<file path="config.mk">
export PLATFORM = sky130hd
export DESIGN_NAME = eye_edge_search
export DESIGN_NICKNAME = d
export VERILOG_FILES = /design/src/rtl/ees_pkg.sv /design/src/rtl/ees_lane.sv /design/src/rtl/ees_report.sv /design/src/rtl/ees_ctrl.sv /design/src/rtl/eye_edge_search.sv
export SDC_FILE = /design/constraint.sdc
export NUM_CORES = 1
export LEC_CHECK = 0
export ABC_AREA = 1
export BUFFER_PORTS_ARGS = -buffer_cell sky130_fd_sc_hd__buf_4
export CAP_MARGIN = 20
export CORE_UTILIZATION = 40
export CTS_CLUSTER_SIZE = 25
export DETAILED_ROUTE_END_ITERATION = 8
export SETUP_SLACK_MARGIN = 0.2
export SYNTH_ARGS = -nofsm -noshare
export SYNTH_HDL_FRONTEND = slang
export SYNTH_SLANG_ARGS = --single-unit
export TNS_END_PERCENT = 50
</file>
<file path="constraint.sdc">
create_clock -name clk -period 3.4 [get_ports clk]
set_clock_uncertainty 0.1 [all_clocks]
set_input_delay 0.34 -clock clk [delete_from_list [all_inputs] [get_ports clk]]
set_output_delay 0.34 -clock clk [all_outputs]
set_load 0.02 [all_outputs]
</file>
<file path="src/rtl/ees_pkg.sv">
package ees_pkg;

  typedef enum logic [2:0] {
    ST_IDLE,
    ST_SET,
    ST_WAIT,
    ST_FIX,
    ST_RPT
  } ees_state_t;

  // saturating sum used for the companion enable delay
  function automatic int sat_sum(input int a, input int b, input int lim);
    int s;
    s = a + b;
    return (s > lim) ? lim : s;
  endfunction

endpackage

</file>
<file path="src/rtl/ees_lane.sv">
module ees_lane #(
  parameter int MAX_DLY = 15,
  parameter int TAP_W   = 4,
  parameter int EW      = 6
) (
  input  logic                 clk,
  input  logic                 rst,
  input  logic                 init,
  input  logic                 upd,
  input  logic                 fix,
  input  logic                 phase,
  input  logic [TAP_W-1:0]     tap,
  input  logic                 pass,
  output logic signed [EW-1:0] left_q,
  output logic signed [EW-1:0] right_q,
  output logic                 has_left,
  output logic                 has_right
);

  localparam logic signed [EW-1:0] SENT   = EW'(MAX_DLY + 1);
  localparam logic signed [EW-1:0] MINUS1 = '1;

  logic signed [EW-1:0] tap_s;
  logic signed [EW-1:0] miss_code;

  assign tap_s     = $signed({{(EW-TAP_W){1'b0}}, tap});
  assign miss_code = ~tap_s;  // two's complement: equals -(tap+1)
  assign has_left  = (left_q  != SENT);
  assign has_right = (right_q != SENT);

  always_ff @(posedge clk) begin
    if (rst || init) begin
      left_q  <= SENT;
      right_q <= SENT;
    end else if (fix) begin
      if (!has_left) right_q <= SENT;
    end else if (upd) begin
      if (!phase) begin
        if (pass)           left_q  <= tap_s;
        else if (!has_left) right_q <= miss_code;
      end else begin
        if (pass) begin
          right_q <= tap_s;
        end else if (tap != '0) begin
          if (!has_right) left_q <= miss_code;
        end else if (!has_right) begin
          if (has_left) right_q <= MINUS1;
          else          left_q  <= MINUS1;
        end
      end
    end
  end


  fix_clear_chk: assert property (@(posedge clk) disable iff (rst)
    (fix && !has_left) |=> (right_q == SENT));


  edge_bound_chk: assert property (@(posedge clk) disable iff (rst)
    (left_q <= SENT) && (left_q >= -SENT) && (right_q <= SENT) && (right_q >= -SENT));


  marginal_chk: assert property (@(posedge clk) disable iff (rst)
    (upd && phase && (tap == '0) && !pass && has_left && !has_right) |=> (right_q == MINUS1));

endmodule

</file>
<file path="src/rtl/ees_report.sv">
module ees_report #(
  parameter int NBITS = 8,
  parameter int SW    = 4
) (
  input  logic [NBITS-1:0] has_left,
  input  logic [NBITS-1:0] has_right,
  output logic [SW-1:0]    first_miss
);

  always_comb begin
    first_miss = '0;
    for (int i = NBITS - 1; i >= 0; i--) begin
      if (!(has_left[i] && has_right[i])) first_miss = SW'(i + 1);
    end
  end

endmodule

</file>
<file path="src/rtl/ees_ctrl.sv">
module ees_ctrl
  import ees_pkg::*;
#(
  parameter int NBITS   = 8,
  parameter int MAX_DLY = 15,
  parameter int EN_MAX  = 5,
  parameter int TAP_W   = 4,
  parameter int EN_W    = 3,
  parameter int SW      = 4
) (
  input  logic             clk,
  input  logic             rst,
  input  logic             start,
  input  logic             wr_mode,
  input  logic [TAP_W-1:0] strobe_start,
  input  logic [EN_W-1:0]  en_start,
  input  logic             track_en,
  input  logic             res_valid,
  input  logic [NBITS-1:0] res_pass,
  input  logic [NBITS-1:0] has_left,
  input  logic [NBITS-1:0] has_right,
  input  logic [SW-1:0]    first_miss,
  output logic             lane_init,
  output logic             lane_upd,
  output logic             lane_fix,
  output logic             phase_q,
  output logic [TAP_W-1:0] tap_q,
  output logic [TAP_W-1:0] dly_q,
  output logic [EN_W-1:0]  en_q,
  output logic             req_q,
  output logic             rdy_q,
  output logic             done_q,
  output logic [SW-1:0]    status_q
);

  localparam logic [NBITS-1:0] ALL = {NBITS{1'b1}};

  ees_state_t       state;
  logic [NBITS-1:0] sticky_q;
  logic [TAP_W-1:0] ss_q;
  logic [EN_W-1:0]  es_q;
  logic             trk_q;
  logic             wr_q;

  logic [TAP_W-1:0] last;
  logic [TAP_W-1:0] tap_n;
  logic [NBITS-1:0] merged;
  logic [NBITS-1:0] keep;
  logic             stop;

  assign last      = phase_q ? (TAP_W'(MAX_DLY) - ss_q) : TAP_W'(MAX_DLY);
  assign tap_n     = tap_q + 1'b1;
  assign merged    = sticky_q | res_pass;
  assign stop      = (merged == ALL) || (tap_q == last);
  assign keep      = wr_q ? has_left : (has_left & has_right);
  assign lane_init = (state == ST_IDLE) && start;
  assign lane_upd  = (state == ST_WAIT) && rdy_q && res_valid;
  assign lane_fix  = (state == ST_FIX);

  always_ff @(posedge clk) begin
    if (rst) begin
      state    <= ST_IDLE;
      sticky_q <= '0;
      ss_q     <= '0;
      es_q     <= '0;
      trk_q    <= 1'b0;
      wr_q     <= 1'b0;
      phase_q  <= 1'b0;
      tap_q    <= '0;
      dly_q    <= '0;
      en_q     <= '0;
      req_q    <= 1'b0;
      rdy_q    <= 1'b0;
      done_q   <= 1'b0;
      status_q <= '0;
    end else begin
      done_q <= 1'b0;
      case (state)
        ST_IDLE: begin
          if (start) begin
            ss_q     <= strobe_start;
            es_q     <= en_start;
            trk_q    <= track_en;
            wr_q     <= wr_mode;
            phase_q  <= 1'b0;
            tap_q    <= '0;
            dly_q    <= '0;
            en_q     <= EN_W'(sat_sum(int'(en_start), 0, EN_MAX));
            sticky_q <= '0;
            state    <= ST_SET;
          end
        end
        ST_SET: begin
          req_q <= 1'b1;
          rdy_q <= 1'b1;
          state <= ST_WAIT;
        end
        ST_WAIT: begin
          req_q <= 1'b0;
          if (lane_upd) begin
            sticky_q <= merged;
            rdy_q    <= 1'b0;
            if (stop) begin
              state <= phase_q ? ST_RPT : ST_FIX;
            end else begin
              tap_q <= tap_n;
              state <= ST_SET;
              if (phase_q) begin
                dly_q <= tap_n + ss_q;
                en_q  <= EN_W'(sat_sum(int'(es_q), trk_q ? int'(tap_n) : 0, EN_MAX));
              end else begin
                dly_q <= tap_n;
              end
            end
          end
        end
        ST_FIX: begin
          sticky_q <= keep;
          phase_q  <= 1'b1;
          tap_q    <= '0;
          dly_q    <= ss_q;
          en_q     <= EN_W'(sat_sum(int'(es_q), 0, EN_MAX));
          state    <= ST_SET;
        end
        ST_RPT: begin
          status_q <= first_miss;
          done_q   <= 1'b1;
          state    <= ST_IDLE;
        end
        default: state <= ST_IDLE;
      endcase
    end
  end


  req_pulse_chk: assert property (@(posedge clk) disable iff (rst) req_q |=> !req_q);


  ready_wait_chk: assert property (@(posedge clk) disable iff (rst) rdy_q |-> (state == ST_WAIT));


  tap_limit_chk: assert property (@(posedge clk) disable iff (rst)
    (state != ST_IDLE) |-> (tap_q <= last));


  strobe_offset_chk: assert property (@(posedge clk) disable iff (rst)
    (phase_q && (state == ST_WAIT)) |-> (dly_q == tap_q + ss_q));


  en_cap_chk: assert property (@(posedge clk) disable iff (rst)
    (state != ST_IDLE) |-> (en_q <= EN_W'(EN_MAX)));


  done_pulse_chk: assert property (@(posedge clk) disable iff (rst) done_q |=> !done_q);


  sticky_grow_chk: assert property (@(posedge clk) disable iff (rst)
    (lane_upd && !stop) |=> ((sticky_q & $past(sticky_q)) == $past(sticky_q)));

endmodule

</file>
<file path="src/rtl/eye_edge_search.sv">
module eye_edge_search #(
  parameter  int NBITS   = 8,
  parameter  int MAX_DLY = 15,
  parameter  int EN_MAX  = 5,
  localparam int TAP_W   = $clog2(MAX_DLY + 1),
  localparam int EW      = TAP_W + 2,
  localparam int EN_W    = $clog2(EN_MAX + 1),
  localparam int SW      = $clog2(NBITS + 1)
) (
  input  logic                clk,
  input  logic                rst,
  input  logic                start,
  input  logic                wr_mode,
  input  logic [TAP_W-1:0]    strobe_start,
  input  logic [EN_W-1:0]     en_start,
  input  logic                track_en,
  output logic                test_req,
  input  logic                res_valid,
  output logic                res_ready,
  input  logic [NBITS-1:0]    res_pass,
  output logic                sweep_sel,
  output logic [TAP_W-1:0]    dly_out,
  output logic [EN_W-1:0]     en_dly_out,
  output logic                done,
  output logic [SW-1:0]       status,
  output logic [NBITS*EW-1:0] left_edges,
  output logic [NBITS*EW-1:0] right_edges
);

  logic             lane_init, lane_upd, lane_fix, phase_q;
  logic [TAP_W-1:0] tap_q;
  logic [NBITS-1:0] has_left, has_right;
  logic [SW-1:0]    first_miss;

  ees_ctrl #(
    .NBITS(NBITS), .MAX_DLY(MAX_DLY), .EN_MAX(EN_MAX),
    .TAP_W(TAP_W), .EN_W(EN_W), .SW(SW)
  ) u_ctrl (
    .clk(clk), .rst(rst), .start(start), .wr_mode(wr_mode),
    .strobe_start(strobe_start), .en_start(en_start), .track_en(track_en),
    .res_valid(res_valid), .res_pass(res_pass),
    .has_left(has_left), .has_right(has_right), .first_miss(first_miss),
    .lane_init(lane_init), .lane_upd(lane_upd), .lane_fix(lane_fix),
    .phase_q(phase_q), .tap_q(tap_q), .dly_q(dly_out), .en_q(en_dly_out),
    .req_q(test_req), .rdy_q(res_ready), .done_q(done), .status_q(status)
  );

  for (genvar g = 0; g < NBITS; g++) begin : g_lane
    logic signed [EW-1:0] l_q, r_q;
    ees_lane #(.MAX_DLY(MAX_DLY), .TAP_W(TAP_W), .EW(EW)) u_lane (
      .clk(clk), .rst(rst), .init(lane_init), .upd(lane_upd), .fix(lane_fix),
      .phase(phase_q), .tap(tap_q), .pass(res_pass[g]),
      .left_q(l_q), .right_q(r_q), .has_left(has_left[g]), .has_right(has_right[g])
    );
    assign left_edges[g*EW +: EW]  = l_q;
    assign right_edges[g*EW +: EW] = r_q;
  end

  ees_report #(.NBITS(NBITS), .SW(SW)) u_report (
    .has_left(has_left), .has_right(has_right), .first_miss(first_miss)
  );

  assign sweep_sel = phase_q;

endmodule

</file>
==> results of run 1 <==
## through the flow
stage / cells / utilization, % / cell area, µm² / hold slack [ps]
after global routing: 1447 / 51.2 / 8850 / 37.2
after detailed placement: 1415 / 47.7 / 8260 / 345
after floorplan: 1084 / - / 7110 / 318
after global placement: 1415 / 47.7 / 8260 / 344
final: 1447 / 51.2 / 8850 / 41.7
after CTS: 1447 / 51.2 / 8850 / 30.4
## layer usage
| layer | part of all wire (%) | routed length (µm) |
|---|---|---|
| met5 | 0 | 0 |
| met2 | 44 | 9310 |
| met1 | 49 | 10400 |
| met3 | 5.5 | 1170 |
| met4 | 1.8 | 391 |
## cell usage after synthesis, types with 6 or more instances
library cell	n
or2_2	7
nand3_1	60
a21oi_1	65
inv_1	100
nand2_2	6
nand2_1	230
nand3_2	6
nor2_1	242
buf_2	16
clkbuf_1	11
inv_2	19
o21ai_1	14
nand4_1	20
o21bai_1	7
ha_1	8
o21ai_0	89
dfxtp_1	135
## final cells by class
type / count / area share (%)
clock inverters: 11 / 1.40
clock buffers: 21 / 5.32
flip-flops and latches: 135 / 30.5
inverters: 120 / 5.09
repair buffers: 140 / 11.9
well taps: 225 / 3.18
multi-input cells: 795 / 42.6
## placed cells by master (no fill, tap or decap), types with 2 or more instances in the layout
master / instances
a21oi_1: 65
a21oi_2: 3
a21oi_4: 3
buf_4: 140
bufinv_16: 2
clkbuf_16: 17
clkbuf_8: 3
clkinv_2: 3
clkinv_4: 3
clkinvlp_4: 3
dfxtp_1: 135
fa_1: 2
ha_1: 8
inv_1: 100
inv_2: 19
nand2_1: 230
nand2_2: 6
nand2_4: 4
nand3_1: 60
nand3_2: 6
nand3_4: 3
nand4_1: 20
nor2_1: 242
nor2_2: 2
nor2_4: 4
o211ai_1: 4
o21ai_0: 89
o21ai_1: 14
o21ai_2: 2
o21bai_1: 7
o22ai_1: 3
o31ai_1: 2
or2_2: 7
xnor2_1: 3
## worst register-to-register path, delay by kind of cell (launching register included)
family	cells	cell delay, ps
simple gates	6	410
fa+ha+maj	2	810
xor+xnor	1	170
buf+inv	3	280
compound gates	1	130
flops	1	520
## state kept, by name, summed over array words and instances (netlist names)
register,count
u_ctrl.state,3
u_ctrl.es_q,3
u_ctrl.phase_q,1
g_lane.u_lane.left_q,48
u_ctrl.ss_q,4
u_ctrl.trk_q,1
u_ctrl.sticky_q,8
u_ctrl.status_q,4
g_lane.u_lane.right_q,48
u_ctrl.en_q,3
u_ctrl.wr_q,1
u_ctrl.dly_q,4
u_ctrl.req_q,1
u_ctrl.tap_q,4
u_ctrl.rdy_q,1
u_ctrl.done_q,1
## power breakdown
part / leakage (nW) / internal (W) / total [W] / switching, W
sequential: 1.09 / 0.00170 / 0.00182 / 0.000115
clock: 0.285 / 0.00114 / 0.00184 / 0.000703
combinational: 2.65 / 0.000431 / 0.00138 / 0.000945
total: 4.03 / 0.00327 / 0.00503 / 0.00176
## worst min-delay path by stage
stage	to	from	slack [ps]	depth (start not counted)
floorplan	u_ctrl.rdy_q$_SDFFE_PP0P_	rst	320	1
detailed placement	u_ctrl.sticky_q[6]$_SDFFE_PP0P_	u_ctrl.sticky_q[6]$_SDFFE_PP0P_	350	2
finish	u_ctrl.ss_q[2]$_SDFFE_PP0P_	strobe_start[2]	40	3
CTS	u_ctrl.ss_q[2]$_SDFFE_PP0P_	strobe_start[2]	30	3
global placement	u_ctrl.sticky_q[6]$_SDFFE_PP0P_	u_ctrl.sticky_q[6]$_SDFFE_PP0P_	340	2
global route	u_ctrl.ss_q[2]$_SDFFE_PP0P_	strobe_start[2]	40	3
## kinds of logic (layout without fill, tap and decap cells)
| logic type | count (synthesis) | count (layout) |
|---|---|---|
| adder cells (fa/ha/maj) | 10 | 10 |
| AO/OA/AOI/OAI | 196 | 196 |
| XOR/XNOR | 3 | 3 |
| AND/OR/NAND/NOR | 586 | 586 |
| flip-flops | 135 | 135 |
| buffers and inverters | 154 | 292 |
==> out/results.tsv, run 1 <==
stage	metric	value	unit
pwr	irDropWorstVdd	0.000343	V
cts	clk_pin_slew	60	ps
route	wl	21300	µm
route	drtAntennaViolNets	0	
die	pin_count	132	
critical_path	path_depth	13	
cts	clk_latency	420	ps
cells_and_area	synthToLayoutAreaGrowth	24.5	%
route	viasPerCell	4.98	
logic_synthesis	synthAdderAreaFrac	1.97	%
cts	cts_made_buffers	17	
cts	post_cts_resized	0	
critical_path	r2r-end	u_ctrl.en_q[0]$_SDFFE_PP0P_	
grt	first_global_vias	6413	
die	die_h	135	µm
logic_synthesis	synthMuxAreaShare	0	%
cts	cts_setup_buffers	0	
critical_path	worstRegToRegCells	13	
cts	cts-root-buf	clkbuf_16	
timing	hold_viol	0	
grt	antenna_found_initial	0	
critical_path	worstSetupStartpoint	u_ctrl.tap_q[0]$_SDFFE_PP0P_	
route	drcViolationCount	0	
cells_and_area	fillers	1813	
die	die_x	135	µm
grt	grt.busiest_layer	met2	
place	place_ws	975	ps
logic_synthesis	avgSynthCellArea	6.56	µm²
route	wl_per_cell	14.7	µm
critical_path	path_buf_inv	3	
timing	setup_viol	0	
cells_and_area	multi_input_area	0.00377	mm²
critical_path	startpoint_type	flip-flop	
logic_synthesis	yosysTopAreaCell	dfxtp_1	
critical_path	cp_common_cell	nand2_1	
grt	grt_usage	24.0	%
pwr	p_per_area	569	mW/mm²
critical_path	cpLargestDelayFamily	adder cells	
die	coreArea	0.0173	mm²
logic_synthesis	synth_xor_area_share	0.370	%
critical_path	arrival	2710	ps
cells_and_area	drive_above_1_share	19.0	%
logic_synthesis	synthCells	1084	
timing	timing.final.crit_share	72.2	%
logic_synthesis	yosysTopAreaCellShare	38.0	%
critical_path	critical_path_class	reg2reg	
timing	max_freq	408	MHz
logic_synthesis	synthSimpleGateAreaFrac	35.4	%
pwr	power	0.00503	W
cells_and_area	num_antenna_cells	0	
critical_path	r2r_start	u_ctrl.tap_q[0]$_SDFFE_PP0P_	
timing	tns	0	ps
critical_path	path_max_fanout	10	
run	cap_viol_max_count	0	
logic_synthesis	syn_area	0.00711	mm²
grt	grt_pass1_wl	33700	µm
die	rows	48	
run_status	status	finished, final reports clean	
place	portBuffers	131	
grt	gr-usage-met1	34.2	%
route	first_pass_iters	5	
critical_path	slowest_delay	520	ps
logic_synthesis	synth_top_family_by_area	simple AND/OR/NAND/NOR gates	
place	routabilityCongestion	0.869	
route	vias	7207	
timing	rsz0062_at_grt	no	
cells_and_area	layout.nets	1240	
logic_synthesis	synth_area_leaders	dfxtp_1 38%, nor2_1 13%, nand2_1 12%, o21ai_0 6.3%, inv_1 5.3%	
logic_synthesis	synth_cell_types	38	
logic_synthesis	synthArstFlopShare	0	%
critical_path	worst_ep_required_time	3660	ps
timing	layout_min_cycle_time	2450	ps
place	place_hpwl	15500	µm
cts	tritoncts	built	
logic_synthesis	synth_nets	1115	
logic_synthesis	ys_seq_elements	135	
route	dr.first_iter.drc_count	456	
grt	grt_max_degree	43	
grt	grt-ovfl-total	0	
pwr	leakage	4.03	nW
critical_path	path_cells	inv_1 > ha_1 > nand2_1 > fa_1 > xnor2_1 > inv_1 > o21bai_1 > inv_1 > nand2_1 > nand2_1 > nand2_1 > nor2_1 > nor2_1	
logic_synthesis	synth_compound_area_share	15.3	%
logic_synthesis	ys_seq_area_share	38.0	%
timing	worst_slew_pin_slew	847	ps
critical_path	cp-endpoint	u_ctrl.en_q[0]$_SDFFE_PP0P_	
critical_path	rrSetupSlack	950	ps
critical_path	cp_slowest_cell	dfxtp_1	
grt	met3_usage	3.63	%
timing	slew_violations	0	
cts	h-tree-depth	4	
worst_hold_path	hp-class	in2reg	
cts	max-clock-path-buffers	2	
timing	setup_slack	947	ps
die	die-area	0.0183	mm²
grt	grtUsageMet2	36.5	%
timing	relSlewSlack	43.1	%
cts	hold_buffers	0	
logic_synthesis	synth-edff-count	0	
cells_and_area	seq_area	0.00270	mm²
cts	cts_sinks	135	
logic_synthesis	yosys_warnings	0	
logic_synthesis	synth_ff_type	dfxtp_1	
critical_path	endpoint_kind	flip-flop	
die	initial_core_util	41.1	%
Note: power is estimated with default switching activity, not from simulation.
==> inputs of run 2 (changes only) <==
- clock period: 3.4 -> 2.4 ns (I/O delays scaled with it)
==> out/results.tsv, run 2 (synthesized netlist as in run 1, its figures left out) <==
stage	metric	value	unit	change
run_status	status	finished, final reports clean		
critical_path	endpoint_kind	flip-flop		
grt	grt_pass1_wl	34500	µm	+2.5%
timing	layout_min_cycle_time	2040	ps	-410 ps
cells_and_area	largestRegisters	g_lane.u_lane.left_q: 48 flops, g_lane.u_lane.right_q: 48 flops, u_ctrl.sticky_q: 8 flops		
route	viasPerCell	5.02		+0.80%
timing	setup_viol	0		unchanged
route	vias	7360		+2.1%
die	die_h	135	µm	unchanged
critical_path	startpoint_type	flip-flop		
grt	antenna_found_initial	0		unchanged
worst_hold_path	hp-class	in2reg		
timing	relSlewSlack	68.5	%	+25 points
timing	hold_ws	23.6	ps	-18.1 ps
route	dr.first_iter.drc_count	518		+14%
die	die-area	0.0183	mm²	unchanged
timing	max_freq	489	MHz	+20%
place	place_hpwl	15700	µm	+0.98%
critical_path	worst_ep_required_time	2660	ps	-1000 ps
cells_and_area	finish.instance_area	0.00905	mm²	+2.3%
cts	h-tree-depth	4		unchanged
route	drcViolationCount	0		unchanged
route	wl_per_cell	14.9	µm	+0.92%
grt	first_global_vias	6638		+3.5%
timing	slew_violations	0		unchanged
die	die_x	135	µm	unchanged
critical_path	path_max_fanout	13		+3
cts	clk_latency	420	ps	about the same
cts	cts_made_buffers	17		unchanged
cts	clk_pin_slew	60	ps	about the same
grt	grt_usage	24.4	%	+0.40 points
cells_and_area	drive_above_1_share	20.5	%	+1.5 points
route	first_pass_iters	8		+3
timing	timing.final.crit_share	85.1	%	+13 points
timing	tns	0	ps	unchanged
die	pin_count	132		unchanged
timing	hold_viol	0		unchanged
pwr	p_per_area	791	mW/mm²	+39%
cells_and_area	num_antenna_cells	0		unchanged
die	initial_core_util	41.1	%	unchanged
place	routabilityCongestion	0.884		+1.8%
route	drtAntennaViolNets	0		unchanged
cells_and_area	layout_common_cells	242 x nor2_1, 227 x nand2_1, 150 x buf_4, 133 x dfxtp_1, 99 x inv_1		
die	rows	48		unchanged
cts	max-clock-path-buffers	2		unchanged
grt	grt_max_degree	68		+58%
die	coreArea	0.0173	mm²	unchanged
cells_and_area	synthToLayoutAreaGrowth	27.4	%	
cells_and_area	mostFrequentLayoutCell	nor2_1		
grt	grt-ovfl-total	0		unchanged
cells_and_area	layout.nets	1259		+1.5%
pwr	irDropWorstVdd	0.000576	V	+68%
cts	cts-root-buf	clkbuf_16		
place	portBuffers	131		unchanged
cells_and_area	utilization	52.3	%	+1.2 points
timing	worst_slew_pin_slew	471	ps	-376 ps
critical_path	rrSetupSlack	360	ps	-590 ps
run	cap_viol_max_count	0		unchanged
pwr	leakage	4.12	nW	+2.3%
place	dpl_cell_area	0.00835	mm²	+1.1%
timing	rsz0062_at_grt	yes		
route	wl	21800	µm	+2.2%
cts	tritoncts	built		
pwr	power	0.00716	W	+42%
critical_path	critical_path_class	reg2reg		
cts	cts_sinks	135		unchanged
critical_path	arrival	2300	ps	-410 ps
-- run 2: changes by cell type in the layout (fill, tap and decap cells not counted), sizes merged --
cell,previous run,this run
buf,140,152
clkinvlp,3,4
bufinv,2,1
dlygate4sd3,0,7
clkbuf,21,19
inv,119,122
clkinv,7,6
-- run 2: repair_timing --
action	4_1_cts	5_1_grt
resized for setup	3	10
hold buffers	7	0
endpoints found under the hold margin	12	0
pin swaps	0	2
buffers inserted	0	3
endpoints found under the setup margin	3	11
-- run 2: cell type report --
cell class,count,area [µm²]
clock buffer,19,443
clock inverter,13,123
sequential,135,2710
tap,225,282
multi-input combinational,795,3810
fill,1795,8240
timing repair buffer,159,1240
inverter,120,450
-- run 2: stage by stage --
step	std cells	setup WS, ps
after global routing	1466	183
final	1466	357
after detailed placement	1424	109
after floorplan	1084	225
after CTS	1463	245
after global placement	1424	151
-- run 2: path summary, 6_finish.rpt --
check,startpoint,cells past startpoint,end
worst min register to register,u_ctrl.sticky_q[6]$_SDFFE_PP0P_,2,u_ctrl.sticky_q[6]$_SDFFE_PP0P_
worst max-delay path,u_ctrl.state[0]$_SDFFE_PP0P_,9,g_lane[5].u_lane.left_q[5]$_SDFFE_PP0P_
worst min-delay path,strobe_start[0],3,u_ctrl.ss_q[0]$_SDFFE_PP0P_
worst max register to register,u_ctrl.state[0]$_SDFFE_PP0P_,9,g_lane[5].u_lane.left_q[5]$_SDFFE_PP0P_
-- run 2: routing by layer --
| metal | global-route usage (%) | up-vias | routed length, µm |
|---|---|---|---|
| met5 | 0 | - | 0 |
| met4 | 6.68 | 0 | 246 |
| met3 | 4.68 | 23 | 1380 |
| met2 | 38.5 | 239 | 9830 |
| met1 | 33.6 | 3329 | 10300 |
| li1 | - | 3769 | - |
-- run 2: worst max-delay path: stages (launching register included) --
cell and delay, ps:
dfxtp_1 370, nor2_4 180, nand2_4 150, nor2_4 140
nand2_4 140, inv_2 250, nand2_1 180, inv_1 200
nand2_1 110, a21oi_1 140
-- run 2: power by group --
group | internal [W] | switching [W]
Clock | 0.00146 | 0.00105
Combinational | 0.000708 | 0.00137
Sequential | 0.00242 | 0.000157
